### src/rtl/smul_pkg.sv
package smul_pkg;

  typedef enum logic [1:0] {
    ST_IDLE,
    ST_SCAN,
    ST_NORM
  } smul_state_t;

  typedef enum logic [2:0] {
    OP_HOLD,
    OP_LOAD,
    OP_STEP,
    OP_SKIP,
    OP_SKIP0
  } smul_op_t;

endpackage

### src/rtl/smul_yreg.sv
module smul_yreg
  import smul_pkg::*;
#(
  parameter int MW     = 128,
  parameter int WORD_W = 32,
  parameter int GUARD  = 2
) (
  input  logic          clk,
  input  logic          rst,
  input  smul_op_t      op,
  input  logic [MW-1:0] mplier,
  output logic          cur_bit,
  output logic          zero_lo,
  output logic          zero_full,
  output logic          more,
  output logic          empty
);

  logic [MW-1:0] ysh_q;

  always_ff @(posedge clk) begin
    if (rst) begin
      ysh_q <= '0;
    end else begin
      case (op)
        OP_LOAD:  ysh_q <= mplier >> GUARD;
        OP_STEP:  ysh_q <= ysh_q >> 1;
        OP_SKIP:  ysh_q <= ysh_q >> WORD_W;
        OP_SKIP0: ysh_q <= ysh_q >> (WORD_W - GUARD);
        default:  ysh_q <= ysh_q;
      endcase
    end
  end

  assign cur_bit   = ysh_q[0];
  assign zero_lo   = (ysh_q[WORD_W-GUARD-1:0] == '0);
  assign zero_full = (ysh_q[WORD_W-1:0] == '0);
  assign more      = |ysh_q[MW-1:1];
  assign empty     = (ysh_q == '0);

endmodule

### src/rtl/smul_accum.sv
module smul_accum
  import smul_pkg::*;
#(
  parameter int MW      = 128,
  parameter int WORD_W  = 32,
  parameter int INT_POS = 114
) (
  input  logic          clk,
  input  logic          rst,
  input  smul_op_t      op,
  input  logic [MW-1:0] mcand,
  input  logic          cur_bit,
  output logic [MW-1:0] norm_mant,
  output logic          norm_stk,
  output logic          norm_inc
);

  localparam int ACC_W = MW + 1;

  logic [MW-1:0]    x_q;
  logic [ACC_W-1:0] acc_q;
  logic             stk_q;
  logic [ACC_W-1:0] step_sum;

  assign step_sum = {1'b0, acc_q[ACC_W-1:1]} + (cur_bit ? ACC_W'(x_q) : '0);

  always_ff @(posedge clk) begin
    if (rst) begin
      x_q   <= '0;
      acc_q <= '0;
      stk_q <= 1'b0;
    end else begin
      case (op)
        OP_LOAD: begin
          x_q   <= mcand;
          acc_q <= '0;
          stk_q <= 1'b0;
        end
        OP_STEP: begin
          acc_q <= step_sum;
          stk_q <= stk_q | acc_q[0];
        end
        OP_SKIP: begin
          acc_q <= acc_q >> WORD_W;
          stk_q <= stk_q | (|acc_q[WORD_W-1:0]);
        end
        default: ;
      endcase
    end
  end

  assign norm_inc  = |acc_q[ACC_W-1:INT_POS+1];
  assign norm_mant = norm_inc ? acc_q[MW:1] : acc_q[MW-1:0];
  assign norm_stk  = stk_q | (norm_inc & acc_q[0]);

endmodule

### src/rtl/smul_ctrl.sv
module smul_ctrl
  import smul_pkg::*;
#(
  parameter int N_WORDS = 4,
  parameter int WORD_W  = 32,
  parameter int GUARD   = 2
) (
  input  logic     clk,
  input  logic     rst,
  input  logic     start,
  input  logic     zero_lo,
  input  logic     zero_full,
  input  logic     more,
  input  logic     empty,
  output smul_op_t op,
  output logic     busy,
  output logic     fin
);

  localparam int WI_W = (N_WORDS > 1) ? $clog2(N_WORDS) : 1;
  localparam int BI_W = $clog2(WORD_W);

  smul_state_t     st_q;
  logic [WI_W-1:0] widx_q;
  logic [BI_W-1:0] bidx_q;
  logic            first_q;
  logic            word_zero;

  assign word_zero = (widx_q == '0) ? zero_lo : zero_full;

  always_comb begin
    op  = OP_HOLD;
    fin = 1'b0;
    case (st_q)
      ST_IDLE: if (start) op = OP_LOAD;
      ST_SCAN: begin
        if (empty)                  op = OP_HOLD;
        else if (first_q && word_zero)
          op = (widx_q == '0) ? OP_SKIP0 : OP_SKIP;
        else                        op = OP_STEP;
      end
      ST_NORM: fin = 1'b1;
      default: ;
    endcase
  end

  always_ff @(posedge clk) begin
    if (rst) begin
      st_q    <= ST_IDLE;
      widx_q  <= '0;
      bidx_q  <= '0;
      first_q <= 1'b0;
    end else begin
      case (st_q)
        ST_IDLE: if (start) begin
          st_q    <= ST_SCAN;
          widx_q  <= '0;
          bidx_q  <= BI_W'(GUARD);
          first_q <= 1'b1;
        end
        ST_SCAN: begin
          case (op)
            OP_SKIP, OP_SKIP0: begin
              widx_q  <= widx_q + 1'b1;
              bidx_q  <= '0;
              first_q <= 1'b1;
            end
            OP_STEP: begin
              if (!more) st_q <= ST_NORM;
              if (bidx_q == BI_W'(WORD_W - 1)) begin
                widx_q  <= widx_q + 1'b1;
                bidx_q  <= '0;
                first_q <= 1'b1;
              end else begin
                bidx_q  <= bidx_q + 1'b1;
                first_q <= 1'b0;
              end
            end
            default: st_q <= ST_NORM;
          endcase
        end
        default: st_q <= ST_IDLE;
      endcase
    end
  end

  assign busy = (st_q != ST_IDLE);

endmodule

### src/rtl/serial_mant_mul.sv
module serial_mant_mul
  import smul_pkg::*;
#(
  parameter int WORD_W  = 32,
  parameter int N_WORDS = 4,
  parameter int GUARD   = 2,
  parameter int INT_POS = 114,
  parameter int EXP_W   = 16
) (
  input  logic                      clk,
  input  logic                      rst,
  input  logic                      start_i,
  input  logic [WORD_W*N_WORDS-1:0] mcand_i,
  input  logic [WORD_W*N_WORDS-1:0] mplier_i,
  input  logic [EXP_W-1:0]          exp_i,
  output logic                      done_o,
  output logic [WORD_W*N_WORDS-1:0] prod_o,
  output logic [EXP_W-1:0]          exp_o,
  output logic                      sticky_o
);

  localparam int MW = WORD_W * N_WORDS;

  smul_op_t       op;
  logic           busy, fin;
  logic           cur_bit, zero_lo, zero_full, more, empty;
  logic [MW-1:0]  norm_mant;
  logic           norm_stk, norm_inc;
  logic [EXP_W-1:0] exp_q;

  smul_ctrl #(.N_WORDS(N_WORDS), .WORD_W(WORD_W), .GUARD(GUARD)) u_ctrl (
    .clk(clk), .rst(rst), .start(start_i),
    .zero_lo(zero_lo), .zero_full(zero_full), .more(more), .empty(empty),
    .op(op), .busy(busy), .fin(fin)
  );

  smul_yreg #(.MW(MW), .WORD_W(WORD_W), .GUARD(GUARD)) u_yreg (
    .clk(clk), .rst(rst), .op(op), .mplier(mplier_i),
    .cur_bit(cur_bit), .zero_lo(zero_lo), .zero_full(zero_full),
    .more(more), .empty(empty)
  );

  smul_accum #(.MW(MW), .WORD_W(WORD_W), .INT_POS(INT_POS)) u_acc (
    .clk(clk), .rst(rst), .op(op), .mcand(mcand_i), .cur_bit(cur_bit),
    .norm_mant(norm_mant), .norm_stk(norm_stk), .norm_inc(norm_inc)
  );

  always_ff @(posedge clk) begin
    if (rst) begin
      exp_q    <= '0;
      done_o   <= 1'b0;
      prod_o   <= '0;
      exp_o    <= '0;
      sticky_o <= 1'b0;
    end else begin
      if (op == OP_LOAD) exp_q <= exp_i;
      done_o <= fin;
      if (fin) begin
        prod_o   <= norm_mant;
        sticky_o <= norm_stk;
        exp_o    <= exp_q + EXP_W'(norm_inc);
      end
    end
  end

endmodule

### config.mk
export PLATFORM = sky130hd
export DESIGN_NAME = serial_mant_mul
export DESIGN_NICKNAME = d
export VERILOG_FILES = /design/src/rtl/smul_pkg.sv /design/src/rtl/smul_yreg.sv /design/src/rtl/smul_accum.sv /design/src/rtl/smul_ctrl.sv /design/src/rtl/serial_mant_mul.sv
export SDC_FILE = /design/constraint.sdc
export NUM_CORES = 2
export LEC_CHECK = 0
export ABC_CLOCK_PERIOD_IN_PS = 4690
export BUFFER_PORTS_ARGS = -buffer_cell sky130_fd_sc_hd__buf_2
export CORE_MARGIN = 2
export CORE_UTILIZATION = 40
export DETAILED_ROUTE_END_ITERATION = 16
export SYNTH_ARGS = -nofsm -noshare
export SYNTH_HDL_FRONTEND = slang
export SYNTH_HIERARCHICAL = 1
export SYNTH_SLANG_ARGS = --single-unit
### constraint.sdc
create_clock -name clk -period 4.69 [get_ports clk]
set_input_delay 0 -clock clk [delete_from_list [all_inputs] [get_ports clk]]
set_output_delay 0 -clock clk [all_outputs]
set_load 0.05 [all_outputs]
After elaboration in Yosys (flattened, before gate mapping)
Index checks and enable logic that the tools add are counted.
- $mul: 0
- add/subtract/negate cells: 4
- bitwise gates (word level): 4
- shifts and indexed selects: 0
- reductions and logical operators: 16
- equal/unequal tests: 12
- muxes and demuxes: 28
- magnitude comparators: 0
- divide/modulo/power cells: 0
- operators with widths (cell ; count):
    128-bit case mux with 4 select lines ; 1
    129-bit case mux with 3 select lines ; 1
    128-bit 2-to-1 mux ; 2
    128-bit by 129-bit adder with 129-bit output ; 1
    128-bit logical NOT ; 1
    127-bit OR reduction ; 1
    32-bit logical NOT ; 1
    32-bit OR reduction ; 1
    30-bit logical NOT ; 1
    5-bit case mux with 2 select lines ; 2
    16-bit by 1-bit adder with 16-bit output ; 1
    2-bit case mux with 2 select lines ; 4
    14-bit OR reduction ; 1
    5-bit 2-to-1 mux ; 2
    3-bit 2-to-1 mux ; 3
    2-bit 2-to-1 mux ; 4
    3-bit by 2-bit == test with 1-bit output (second input constant) ; 2
    3-bit inequality test (second input constant) ; 2
    3-bit case mux with 2 select lines ; 1
    3-bit AND reduction ; 2
    5-bit by 1-bit adder with 5-bit output (second input constant) ; 1
    5-bit == test (second input constant) ; 1
    1-bit 2-to-1 mux ; 5
    2-bit logical NOT ; 2
    other kinds (17) ; 21
- memories kept: 0
- flip-flop bits (word level): 558
- ROM bits: 0
- word-level logic and storage cells: 77
- bits in writable memories: 0
- latch bits: 0

Logic depth before layout (Yosys ltp)
- depth in word-level cells: 10
- gate-level depth with buffers: 17

Modules after synthesis
Netlist, hierarchy kept.
- by module, submodules not included (module ; times used ; area each (µm²) ; cells each ; sequential area each (µm²)):
    smul_accum ; 1 ; 19301.0 ; 2540 ; 5165.0
    smul_yreg ; 1 ; 8094.0 ; 1005 ; 2522.4
    serial_mant_mul ; 1 ; 6015.8 ; 600 ; 3243.1
    smul_ctrl ; 1 ; 551.8 ; 65 ; 200.2

Least setup slack after synthesis
No wires, ideal clock.
- path type: flip-flop to flip-flop
- from: reg u_yreg.ysh_q[0]
- to: reg u_acc.acc_q[128]
- clock period less this slack: 3919 ps
- arrival time: 3789 ps
- cell stages (with the launch flop): 18
- data required time: 4560 ps
- path slack: 771 ps
- path through: dfxtp_1 clkbuf_1 clkbuf_1 and2_1 ha_1 fa_1 a21o_1 a311o_1 nand3b_1 a211oi_2 or4_1 a21o_1 a41oi_2 o31a_2 o211ai_2 a221oi_2 o211a_1 nor3_2
- cells in the longest elaborated chain, start to end: 8
- elaborated cells on any way between the ends: 15
- classes of those cells: add/sub: 1; eq/ne: 3; mux: 6; reduce/logical: 5
- ends and longest elaborated chain (element ; RTL line ; source):
    start, declared ; smul_yreg.sv:19 ; logic [MW-1:0] ysh_q;
    start signal, assigned ; smul_yreg.sv:26 ; OP_LOAD: ysh_q <= mplier >> GUARD;
    start signal, assigned ; smul_yreg.sv:27 ; OP_STEP: ysh_q <= ysh_q >> 1;
    start signal, assigned ; smul_yreg.sv:28 ; OP_SKIP: ysh_q <= ysh_q >> WORD_W;
    branches (longest 8 deep; another with 128-bit by 129-bit adder with 129-bit output) ; n/a ;
    end signal, assigned ; smul_accum.sv:40 ; acc_q <= step_sum;
    end signal, assigned ; smul_accum.sv:44 ; acc_q <= acc_q >> WORD_W;
    end, declared ; smul_accum.sv:21 ; logic [ACC_W-1:0] acc_q;
Several ways; the timed one is not identified.
A chain may end at the register's enable or synchronous reset.

Final worst setup path
- from: reg u_yreg.ysh_q[0]
- to: reg u_acc.acc_q[126]
Same word-level chain as after synthesis.

==> results.md <==
* Run status: finished, final reports clean
* Syn_nets at 4619
* Fin. Hold Viols at 0
* WHS Path Cells at 4
* CP startpoint kind: flip-flop
* CTS tree: done
* Total core area at about 84000 um^2
* CP max FO at 61
* Share of post-route cells with drive strength above 1 at around a fifth
* Total grt overflow at 0
* Placer Congestion at 0.987
* Drt total wl at 129000 um
* Max Fclk at 223 MHz
* Cts bufs inserted at about 70
* Fin nets at just over 5000
* WP data arrival at between 4 and 5 ns
* Hold WC Path Type: primary input to flip-flop
* Vias in the first global route at 32334
* Final hold slack at roughly 0.17 ns
* Final std cells w/o fill at ~6000
* Drt pass-1 iters at 9
* Synth warn at 6
* Endpoints failing setup at 0
* CTS HTree Levels at 3
* Crit Path Class: flip-flop to flip-flop
* Sink Count at 556
* Die Ht at 295 um
* Slowest stage delay, CP at roughly 0.65 ns
* Area grow syn2layout at 24.0%
* Total Routing Usage GR at 28.3%
* Via-to-Cell Ratio at 5.77
* RSZ-0062 raised after global routing: false
* Clk pin slew, worst setup/hold paths at roughly 0.06 ns
* Num ports at 421
* R2R depth at 15
* Max VDD drop at 0.000234 V
* Max-Slew Margin vs Limit at 26.5%
* Average size of a mapped cell at 8.07 um^2
* Routed via count at around 34000
* Routed Antenna Nets at 0
* Initial Utilization at 40.5%
* Lkg Pwr at 0.0173 uW
* Chip Width at 295 um
* CTS max path bufs at 3
* Final Skew at 0.0237 ns
* Period minus WS final at 4.48 ns
* Crit-path slowest cell: o32ai_1
* Clk root buf: clkbuf_16
* First-pass GRT wire length at about 190000 um
* Slew Limit Fails at 0
* Site row count at 106
* Setup_tns at 0 ns
* Die area at 87200 um^2
* IO buf count at between 400 and 500
* Mapped cell area at 34000 um^2
* Initial antenna violation count at 2
* # DRC at 0
* MaxCap Viol Count at 0
* Worst EP required at 5.20 ns
* Slew @ Worst Pin at 1.10 ns
* Largest net degree at the start of global routing at roughly 160
* Fin crit share at 95.6%
* DR iter-0 viols at 3583
* Crit-path cells: buf_12, buf_4, and2_1, ha_1, nand4_1, nor2_1, nand2_1, o32ai_1, o21ai_2, a21oi_2, a21o_1, a211o_1, a31oi_4, o31ai_1, mux2_1
* Crit. End Element: flip-flop
* Placed cells at about 5500
* WL per Instance at 21.8 um
* Gate Count Post-Synth at 4209
* Clk Latency, worst-skew pair at 0.62 ns
* Cell Pwr Density at 312 nW/um^2
* Dpl hpwl at approximately 90000 um
-- cell usage in the layout (no fill, tap or decap), types with 48 or more instances in the layout --
master / n
buf_2: 417
o22ai_1: 135
xnor2_1: 71
a211oi_1: 51
a211oi_2: 52
inv_1: 50
nor4_1: 48
buf_4: 55
nor2_1: 464
a21o_1: 72
nand4_1: 80
a21oi_1: 376
mux2_2: 115
xor2_1: 52
clkbuf_16: 69
dlygate4sd3_1: 287
nand2_1: 633
and2_1: 135
mux2i_1: 135
o21ai_0: 124
a2bb2oi_2: 53
dfxtp_1: 555
ha_1: 134
a222oi_1: 79
-- cell type report --
type,count,area (um^2)
clock buffer,91,1930
timing repair buffer,784,5860
inverter,50,188
multi-input combinational,3265,21200
clock inverter,31,367
antenna,2,5.00
fill,8104,41700
sequential,556,11100
tap,1134,1420
-- registers in the layout, summed over array words and instances, names as in the netlist --
signal,count
exp_q,16
u_acc/x_q,128
u_ctrl/st_q,2
u_ctrl/widx_q,2
sticky_o,1
u_ctrl/bidx_q,5
exp_o,16
u_ctrl/first_q,1
prod_o,128
u_yreg/ysh_q,126
done_o,1
u_acc/stk_q,1
u_acc/acc_q,129
-- what timing repair did --
item,in CTS,in global routing
gates resized for setup,0,3
hold buffers,287,0
setup buffers,0,5
endpoints found under the hold margin,327,0
setup endpoints to repair,0,87
-- power by group --
group	internal, uW	total [uW]	leakage (uW)	switching (uW)
Combinational	1030	2320	0.0117	1290
Sequential	4990	5350	0.00453	358
Clock	3240	5470	0.00112	2230
-- final timing paths --
path              startpoint          endpoint  slack [ns]
min reg2reg    u_acc/x_q[71]     u_acc/x_q[71]        0.45
min                 exp_i[6]          exp_q[6]        0.17
max          u_yreg/ysh_q[0]  u_acc/acc_q[126]        0.21
max reg2reg  u_yreg/ysh_q[0]  u_acc/acc_q[126]        0.21
-- worst max-delay path, delay by kind of cell (launching register included) --
family                     cells  cell delay (ns)
buffers and inverters          2             0.39
and+or+nand+nor                4             0.70
adders and majority gates      1             0.40
muxes                          1             0.35
DFF                            1             0.40
AOI/OAI and AO/OA              7             2.07
-- metal layers --
metal	GRT usage [%]	vias up	share of wire (%)
li1	-	16237	-
met1	38.5	16242	44
met2	44.8	1343	45
met3	3.75	277	6.6
met4	12.7	0	4.6
met5	0	-	0
-- per-stage QoR --
step	utilization (%)	cell area [um^2]	total power [uW]	setup slack, ns
5_1_grt	50.2	42100	13600	0.00420
4_1_cts	50.2	42000	13200	0.146
3_5_place_dp	44.0	36900	7520	0.290
6_report	50.2	42100	13100	0.208
3_3_place_gp	44.0	36900	7500	0.356
2_1_floorplan	-	34000	6810	0.771
No activity file was read; power rests on OpenSTA's default activity.
